`src/rtl/pll_ctl_pkg.sv`:
```
package pll_ctl_pkg;
  typedef enum logic [1:0] {
    ADR_CTRL = 2'd0,
    ADR_VCO  = 2'd1,
    ADR_RDIV = 2'd2,
    ADR_NONE = 2'd3
  } reg_addr_e;

  localparam int unsigned CB_ON   = 0;
  localparam int unsigned CB_BCS  = 1;
  localparam int unsigned CB_AUTO = 2;
  localparam int unsigned CB_IE   = 3;
  localparam int unsigned CB_FLAG = 4;
  localparam int unsigned CB_LOCK = 5;

  typedef struct packed {
    logic ie;
    logic auto_m;
    logic bcs;
    logic on;
  } ctrl_bits_t;
endpackage

```
`src/rtl/pll_lock_sync.sv`:
```
module pll_lock_sync #(
  parameter int unsigned STAGES = 2
) (
  input  logic clk,
  input  logic rst,
  input  logic lock_in,
  output logic lock_s,
  output logic lock_chg
);
  localparam int unsigned N = (STAGES < 2) ? 2 : STAGES;

  logic [N-1:0] chain_q;
  logic         prev_q;

  always_ff @(posedge clk) begin
    if (rst) begin
      chain_q <= '0;
      prev_q  <= 1'b0;
    end else begin
      chain_q <= {chain_q[N-2:0], lock_in};
      prev_q  <= chain_q[N-1];
    end
  end

  assign lock_s   = chain_q[N-1];
  assign lock_chg = chain_q[N-1] ^ prev_q;

  AST_CHG_FOLLOWS: assert property (@(posedge clk) disable iff (rst)
    lock_chg |=> (prev_q == $past(lock_s)));
endmodule

```
`src/rtl/pll_ref_div.sv`:
```
module pll_ref_div #(
  parameter int unsigned SEL_W = 4
) (
  input  logic             clk,
  input  logic             rst,
  input  logic             run,
  input  logic [SEL_W-1:0] sel,
  output logic             pulse
);
  logic [SEL_W-1:0] cnt_q;
  logic [SEL_W-1:0] last_cnt;
  logic             pulse_q;

  assign last_cnt = (sel == '0) ? '0 : (sel - 1'b1);

  always_ff @(posedge clk) begin
    if (rst || !run) begin
      cnt_q   <= '0;
      pulse_q <= 1'b0;
    end else begin
      pulse_q <= (cnt_q == last_cnt);
      cnt_q   <= (cnt_q >= last_cnt) ? '0 : (cnt_q + 1'b1);
    end
  end

  assign pulse = pulse_q;

  AST_PULSE_SINGLE: assert property (@(posedge clk) disable iff (rst)
    (pulse_q && run && $stable(sel) && sel > 1) |=> !pulse_q);
  AST_PULSE_IDLE: assert property (@(posedge clk) disable iff (rst)
    !run |=> !pulse_q);
endmodule

```
`src/rtl/pll_ctl_regs.sv`:
```
module pll_ctl_regs
  import pll_ctl_pkg::*;
#(
  parameter int unsigned DATA_W = 8,
  parameter int unsigned VCO_W  = 8,
  parameter int unsigned RDIV_W = 4
) (
  input  logic              clk,
  input  logic              rst,
  input  logic              wr,
  input  reg_addr_e         addr,
  input  logic [DATA_W-1:0] wdata,
  input  logic              lock_chg,
  output ctrl_bits_t        ctrl,
  output logic              flag,
  output logic [VCO_W-1:0]  vco,
  output logic [RDIV_W-1:0] rdiv
);
  localparam logic [RDIV_W-1:0] RDIV_RST = {{(RDIV_W-1){1'b0}}, 1'b1};

  ctrl_bits_t        ctrl_q, ctrl_n;
  logic              flag_q, flag_n;
  logic [VCO_W-1:0]  vco_q, vco_n;
  logic [RDIV_W-1:0] rdiv_q, rdiv_n;
  logic              wr_ctrl, wr_vco, wr_rdiv;
  logic              set_ev, clr_ev;
  logic              unused_wdata;

  assign wr_ctrl = wr && (addr == ADR_CTRL);
  assign wr_vco  = wr && (addr == ADR_VCO);
  assign wr_rdiv = wr && (addr == ADR_RDIV);
  assign unused_wdata = ^wdata;

  always_comb begin
    ctrl_n = ctrl_q;
    if (wr_ctrl) begin
      ctrl_n.on     = wdata[CB_ON];
      ctrl_n.auto_m = wdata[CB_AUTO];
      ctrl_n.ie     = wdata[CB_IE];
      if (!(wdata[CB_BCS] && (vco_q == '0))) ctrl_n.bcs = wdata[CB_BCS];
    end
  end

  always_comb begin
    vco_n  = (wr_vco  && !ctrl_q.on) ? wdata[VCO_W-1:0]  : vco_q;
    rdiv_n = (wr_rdiv && !ctrl_q.on) ? wdata[RDIV_W-1:0] : rdiv_q;
  end

  assign set_ev = ctrl_q.auto_m && lock_chg;
  assign clr_ev = wr_ctrl && wdata[CB_FLAG];

  always_comb begin
    if (!ctrl_n.auto_m)  flag_n = 1'b0;
    else if (set_ev)     flag_n = 1'b1;
    else if (clr_ev)     flag_n = 1'b0;
    else                 flag_n = flag_q;
  end

  always_ff @(posedge clk) begin
    if (rst) begin
      ctrl_q <= '0;
      flag_q <= 1'b0;
      vco_q  <= '0;
      rdiv_q <= RDIV_RST;
    end else begin
      ctrl_q <= ctrl_n;
      flag_q <= flag_n;
      vco_q  <= vco_n;
      rdiv_q <= rdiv_n;
    end
  end

  assign ctrl = ctrl_q;
  assign flag = flag_q;
  assign vco  = vco_q;
  assign rdiv = rdiv_q;

  AST_RDIV_FROZEN: assert property (@(posedge clk) disable iff (rst)
    (wr_rdiv && ctrl_q.on) |=> $stable(rdiv_q));
  AST_VCO_FROZEN: assert property (@(posedge clk) disable iff (rst)
    (wr_vco && ctrl_q.on) |=> $stable(vco_q));
  AST_BCS_GUARD: assert property (@(posedge clk) disable iff (rst)
    (wr_ctrl && wdata[CB_BCS] && (vco_q == '0) && !ctrl_q.bcs) |=> !ctrl_q.bcs);
  AST_FLAG_ON_EDGE: assert property (@(posedge clk) disable iff (rst)
    (lock_chg && ctrl_q.auto_m && !(wr_ctrl && !wdata[CB_AUTO])) |=> flag_q);
  AST_FLAG_STICKY: assert property (@(posedge clk) disable iff (rst)
    (flag_q && !wr_ctrl) |=> flag_q);
  AST_FLAG_NOAUTO: assert property (@(posedge clk) disable iff (rst)
    !ctrl_q.auto_m |-> !flag_q);
endmodule

```
`src/rtl/pll_ctl_block.sv`:
```
module pll_ctl_block
  import pll_ctl_pkg::*;
#(
  parameter int unsigned DATA_W      = 8,
  parameter int unsigned VCO_W       = 8,
  parameter int unsigned RDIV_W      = 4,
  parameter int unsigned SYNC_STAGES = 2
) (
  input  logic              clk,
  input  logic              rst,
  input  logic              bus_wr,
  input  logic              bus_rd,
  input  logic [1:0]        bus_addr,
  input  logic [DATA_W-1:0] bus_wdata,
  output logic [DATA_W-1:0] bus_rdata,
  input  logic              lock_in,
  output logic              pll_on_o,
  output logic              bcs_o,
  output logic [VCO_W-1:0]  vco_sel_o,
  output logic              ref_pulse_o,
  output logic              irq_o
);
  reg_addr_e         addr_e;
  ctrl_bits_t        ctrl;
  logic              flag;
  logic [VCO_W-1:0]  vco;
  logic [RDIV_W-1:0] rdiv;
  logic              lock_s, lock_chg;
  logic [DATA_W-1:0] rd_mux;
  logic [DATA_W-1:0] rdata_q;

  assign addr_e = reg_addr_e'(bus_addr);

  pll_lock_sync #(.STAGES(SYNC_STAGES)) u_sync (
    .clk      (clk),
    .rst      (rst),
    .lock_in  (lock_in),
    .lock_s   (lock_s),
    .lock_chg (lock_chg)
  );

  pll_ctl_regs #(.DATA_W(DATA_W), .VCO_W(VCO_W), .RDIV_W(RDIV_W)) u_regs (
    .clk      (clk),
    .rst      (rst),
    .wr       (bus_wr),
    .addr     (addr_e),
    .wdata    (bus_wdata),
    .lock_chg (lock_chg),
    .ctrl     (ctrl),
    .flag     (flag),
    .vco      (vco),
    .rdiv     (rdiv)
  );

  pll_ref_div #(.SEL_W(RDIV_W)) u_div (
    .clk   (clk),
    .rst   (rst),
    .run   (ctrl.on),
    .sel   (rdiv),
    .pulse (ref_pulse_o)
  );

  always_comb begin
    rd_mux = '0;
    unique case (addr_e)
      ADR_CTRL: begin
        rd_mux[CB_ON]   = ctrl.on;
        rd_mux[CB_BCS]  = ctrl.bcs;
        rd_mux[CB_AUTO] = ctrl.auto_m;
        rd_mux[CB_IE]   = ctrl.ie;
        rd_mux[CB_FLAG] = flag;
        rd_mux[CB_LOCK] = lock_s;
      end
      ADR_VCO:  rd_mux[VCO_W-1:0]  = vco;
      ADR_RDIV: rd_mux[RDIV_W-1:0] = rdiv;
      default:  rd_mux = '0;
    endcase
  end

  always_ff @(posedge clk) begin
    if (rst)         rdata_q <= '0;
    else if (bus_rd) rdata_q <= rd_mux;
  end

  assign bus_rdata = rdata_q;
  assign pll_on_o  = ctrl.on;
  assign bcs_o     = ctrl.bcs;
  assign vco_sel_o = vco;
  assign irq_o     = flag & ctrl.ie;

  AST_IRQ_NOAUTO: assert property (@(posedge clk) disable iff (rst)
    !ctrl.auto_m |-> !irq_o);
  AST_IRQ_NEEDS_IE: assert property (@(posedge clk) disable iff (rst)
    irq_o |-> ctrl.ie);
  AST_RD_UNMAPPED: assert property (@(posedge clk) disable iff (rst)
    (bus_rd && addr_e == ADR_NONE) |=> (bus_rdata == '0));
  AST_RDIV_TOP_ZERO: assert property (@(posedge clk) disable iff (rst)
    (bus_rd && addr_e == ADR_RDIV) |=> (bus_rdata[DATA_W-1:RDIV_W] == '0));
endmodule

```
`config.mk`:
```
export PLATFORM = sky130hd
export DESIGN_NAME = pll_ctl_block
export DESIGN_NICKNAME = d
export VERILOG_FILES = /design/src/rtl/pll_ctl_pkg.sv /design/src/rtl/pll_lock_sync.sv /design/src/rtl/pll_ref_div.sv /design/src/rtl/pll_ctl_regs.sv /design/src/rtl/pll_ctl_block.sv
export SDC_FILE = /design/constraint.sdc
export NUM_CORES = 1
export LEC_CHECK = 0
export BUFFER_PORTS_ARGS = -buffer_cell sky130_fd_sc_hd__buf_4
export CELL_PAD_IN_SITES_DETAIL_PLACEMENT = 2
export CELL_PAD_IN_SITES_GLOBAL_PLACEMENT = 2
export CORE_ASPECT_RATIO = 1.1
export CORE_MARGIN = 10
export CORE_UTILIZATION = 34
export DETAILED_ROUTE_END_ITERATION = 10
export HOLD_SLACK_MARGIN = 0.08
export PLACE_DENSITY = 0.85
export SLEW_MARGIN = 20
export SYNTH_ARGS = -nofsm -noshare
export SYNTH_HDL_FRONTEND = slang
export SYNTH_SLANG_ARGS = --single-unit
```
`constraint.sdc`:
```
create_clock -name clk -period 2.6 [get_ports clk]
set_clock_uncertainty 0.2 [all_clocks]
set_input_delay 0.26 -clock clk [delete_from_list [all_inputs] [get_ports clk]]
set_output_delay 0.26 -clock clk [all_outputs]
set_load 0.005 [all_outputs]
```
==> results.yml <==
outcome:
  status: "finished clean"
clock_tree:
  clk_pin_slew_ps: 70
  tritoncts: "built"
  cts_max_path_buffers: 2
  hold_bufs_inserted_after_cts: 9
  clk_latency_worst_skew_pair_ps: 290
  h-tree-depth: 2
  root_cell_of_the_clock_tree: "sky130_fd_sc_hd__clkbuf_8"
  cts_made_buffers: 5
  post_cts_resize_count: 0
  cts.sinks: 33
  total_setup_buffers_inserted_after_cts: 0
die:
  die-area_um2: 7405
  pin_count: 35
  floorplan.initialDensity_pct: 34.85
  rows: 25
  chipHeight_um: 89.26
  placeableCoreArea_um2: 4254
  dieWidth_um: 82.97
setup_path:
  timing_worst_setup_path_type: "flop to flop"
  cp_cell_sequence: "nor2_1 -> o21a_1 -> a21oi_1 -> ha_1 -> o211ai_1 -> a21oi_1 -> nor3_1"
  crit_path_max_delay_cell_type: "sky130_fd_sc_hd__dfxtp_1"
  critical_path.endpoint_type: "flop"
  critical_path.max_fanout: 6
  worst_ep_required_time_ps: 2560
  timing.critical_path.mode_cell: "sky130_fd_sc_hd__a21oi_1"
  timing.critical_path.from_type: "flop"
  data_arrival_time_of_the_critical_path_ps: 1900
  cpPeakStageDelay_ps: 360
global_routing:
  antenna_found_initial: 0
  grt_pass1_wl_um: 7590
  grt_use_total_pct: 12.97
  grt.overflow.total: 0
  grt_pass1_vias: 1442
  pin_count_of_the_biggest_net_entering_global_routing: 31
final_layout:
  fin_nets: 215
  multiInputGateArea_um2: 774.5
  ff_latch_area_um2: 660.6
  n_antenna_cell: 0
  area_delta_synth_final_pct: 31.22
  finish.utilization_pct: 45.74
  drive_gt1_share_pct: 26.53
  fillerInstances: 457
sta:
  setup_viol: 0
  grt_setup_unrepaired: "no"
  setup-tns-final_ps: 0
  worst_rel_slew_slack_pct: 67.16
  timing_max_transition_violations_final: 0
  hold_viol: 0
  min_setup_slack_post_route_ps: 666.3
  min_period_ps: 1934
  period_utilization_pct: 74.37
  max_clock_freq_mhz: 517.1
  worst_slew_pin_slew_ps: 491.7
yosys:
  synth-xor-area-share_pct: 1.772
  post_synth_and_or_nand_nor_area_fraction_pct: 22.62
  synth_warnings: 0
  synth_seq_cells: 33
  syn_nets: 172
  synthAdderAreaFrac_pct: 4.219
  synth-async-reset-ratio_pct: 0
  yosys.cell_types.count: 33
  syn-mean-instance-area_um2: 9.754
  synth_sequential_area_ratio_pct: 44.56
  synth-main-ff-cell: "sky130_fd_sc_hd__dfxtp_1"
  synth_edf_count: 0
  yosys-mux-area-fraction_pct: 15.02
  synth_compound_gate_area_share_pct: 8.186
  synthesis.instances: 152
  synth_area_um2: 1483
  main_combinational_cell_family_by_area_after_synthesis: "simple AND/OR/NAND/NOR gates"
placement:
  numPortBuffers: 34
  hpwlAfterDp_um: 3293
  preCtsSetupSlack_ps: 692.6
  gp_routability_congestion: 0.7382
power_and_ir_drop:
  leakagePower_uw: 0.0007827
  p_total_uw: 1043
  max-vdd-ir-drop_v: 0.0003162
  power-per-cell-area_nw_per_um2: 536.2
detailed_routing:
  route.final.wire_length_um: 4735
  route.antenna.remaining_nets: 0
  drt_pre_antenna_iters: 4
  drc: 0
  route.detailed.wl_per_inst_um: 18.94
  vias: 1259
  drt_iter0_markers: 35
  detail_route.vias_per_cell: 5.036
run:
  cap_violations: 0
min_path:
  hold_path.class: "input pin to flop"
## final cells by class
class / instances / share of cell area (%)
tap: 54 / 3.473
clock inverter: 3 / 0.9003
clock buffer: 5 / 3.537
inverter: 1 / 0.1929
sequential: 33 / 33.95
timing repair buffer: 44 / 18.13
multi-input combinational: 110 / 39.81
## critical path, delay by kind of cell, from the launching register on
family	cells	cell delay (ps)
AO/OA/AOI/OAI	4	600
adder cells (fa/ha/maj)	1	310
flip-flops	1	360
AND/OR/NAND/NOR	2	330
## power by group
part	switching (µW)	internal (µW)
sequential	14.2	520
clock	201	185
combinational	58.8	64.4
## cell usage in the layout, fill, tap and decap left out, types with 5 or more instances in the layout
cell                            count
sky130_fd_sc_hd__buf_4             35
sky130_fd_sc_hd__dfxtp_1           33
sky130_fd_sc_hd__nor2_1            23
sky130_fd_sc_hd__mux2i_1           20
sky130_fd_sc_hd__nor2b_1            9
sky130_fd_sc_hd__dlygate4sd3_1      9
sky130_fd_sc_hd__nand2_1            7
sky130_fd_sc_hd__a21oi_1            6
sky130_fd_sc_hd__nor3_1             6
sky130_fd_sc_hd__ha_1               5
sky130_fd_sc_hd__clkbuf_8           5
## path summary, 6_finish.rpt
kind | cells after the start | startpoint | to | slack [ps]
worst max-delay path | 7 | u_regs.rdiv[0]$_SDFFE_PP1P_ | u_div.cnt_q[0]$_SDFF_PP0_ | 670
worst min-delay path | 2 | bus_rd | bus_rdata[3]$_SDFFE_PP0P_ | 90
worst max register to register | 7 | u_regs.rdiv[0]$_SDFFE_PP1P_ | u_div.cnt_q[0]$_SDFF_PP0_ | 670
worst min register to register | 1 | u_sync.chain_q[0]$_SDFF_PP0_ | u_sync.chain_q[1]$_SDFF_PP0_ | 240
## Yosys cell counts (2+ instances only)
library cell,number,share of area [%]
sky130_fd_sc_hd__dfxtp_1,33,45
sky130_fd_sc_hd__nor2_1,23,5.8
sky130_fd_sc_hd__mux2i_1,20,14
sky130_fd_sc_hd__nor2b_1,9,3.8
sky130_fd_sc_hd__nand2_1,7,1.8
sky130_fd_sc_hd__a21oi_1,6,2.0
sky130_fd_sc_hd__nor3_1,6,2.0
sky130_fd_sc_hd__ha_1,5,4.2
sky130_fd_sc_hd__a311oi_1,4,2.4
sky130_fd_sc_hd__clkbuf_1,4,1.0
sky130_fd_sc_hd__or2_2,4,1.7
sky130_fd_sc_hd__nand3_1,3,1.0
sky130_fd_sc_hd__nor3b_1,3,1.5
sky130_fd_sc_hd__a211oi_1,2,1.0
sky130_fd_sc_hd__buf_6,2,1.5
sky130_fd_sc_hd__mux2_2,2,1.5
sky130_fd_sc_hd__nand2b_1,2,0.84
sky130_fd_sc_hd__xor2_1,2,1.2
## sequential cells by signal (all words and copies together), names as in the netlist
register / flops
u_sync.chain_q: 2
bus_rdata: 8
u_regs.rdiv: 4
u_sync.prev_q: 1
u_regs.flag: 1
u_div.pulse: 1
u_regs.vco: 8
u_div.cnt_q: 4
u_regs.ctrl: 4
## per-stage QoR
step | hold slack [ps] | std cells | area, µm²
2_1_floorplan | 177.9 | 152 | 1483
3_3_place_gp | 232.9 | 233 | 1769
3_5_place_dp | 230.5 | 233 | 1769
4_1_cts | 89.17 | 250 | 1946
5_1_grt | 108.1 | 250 | 1946
6_report | 90.00 | 250 | 1946
## metal layers
layer  vias to the layer above  part of all wire [%]  GRT usage (%)
met2                        20                    53          24.93
met1                       618                    42          13.16
met3                         5                   3.4          4.284
li1                        616                     -              -
met5                         -                     0              0
met4                         0                  0.97          3.715
## cell families after synthesis
logic type / Yosys count
simple gates: 63
flops: 33
mux: 22
compound gates: 17
buf+inv: 9
fa+ha+maj: 5
xor+xnor: 3
Note: power is estimated with default switching activity, not from simulation.
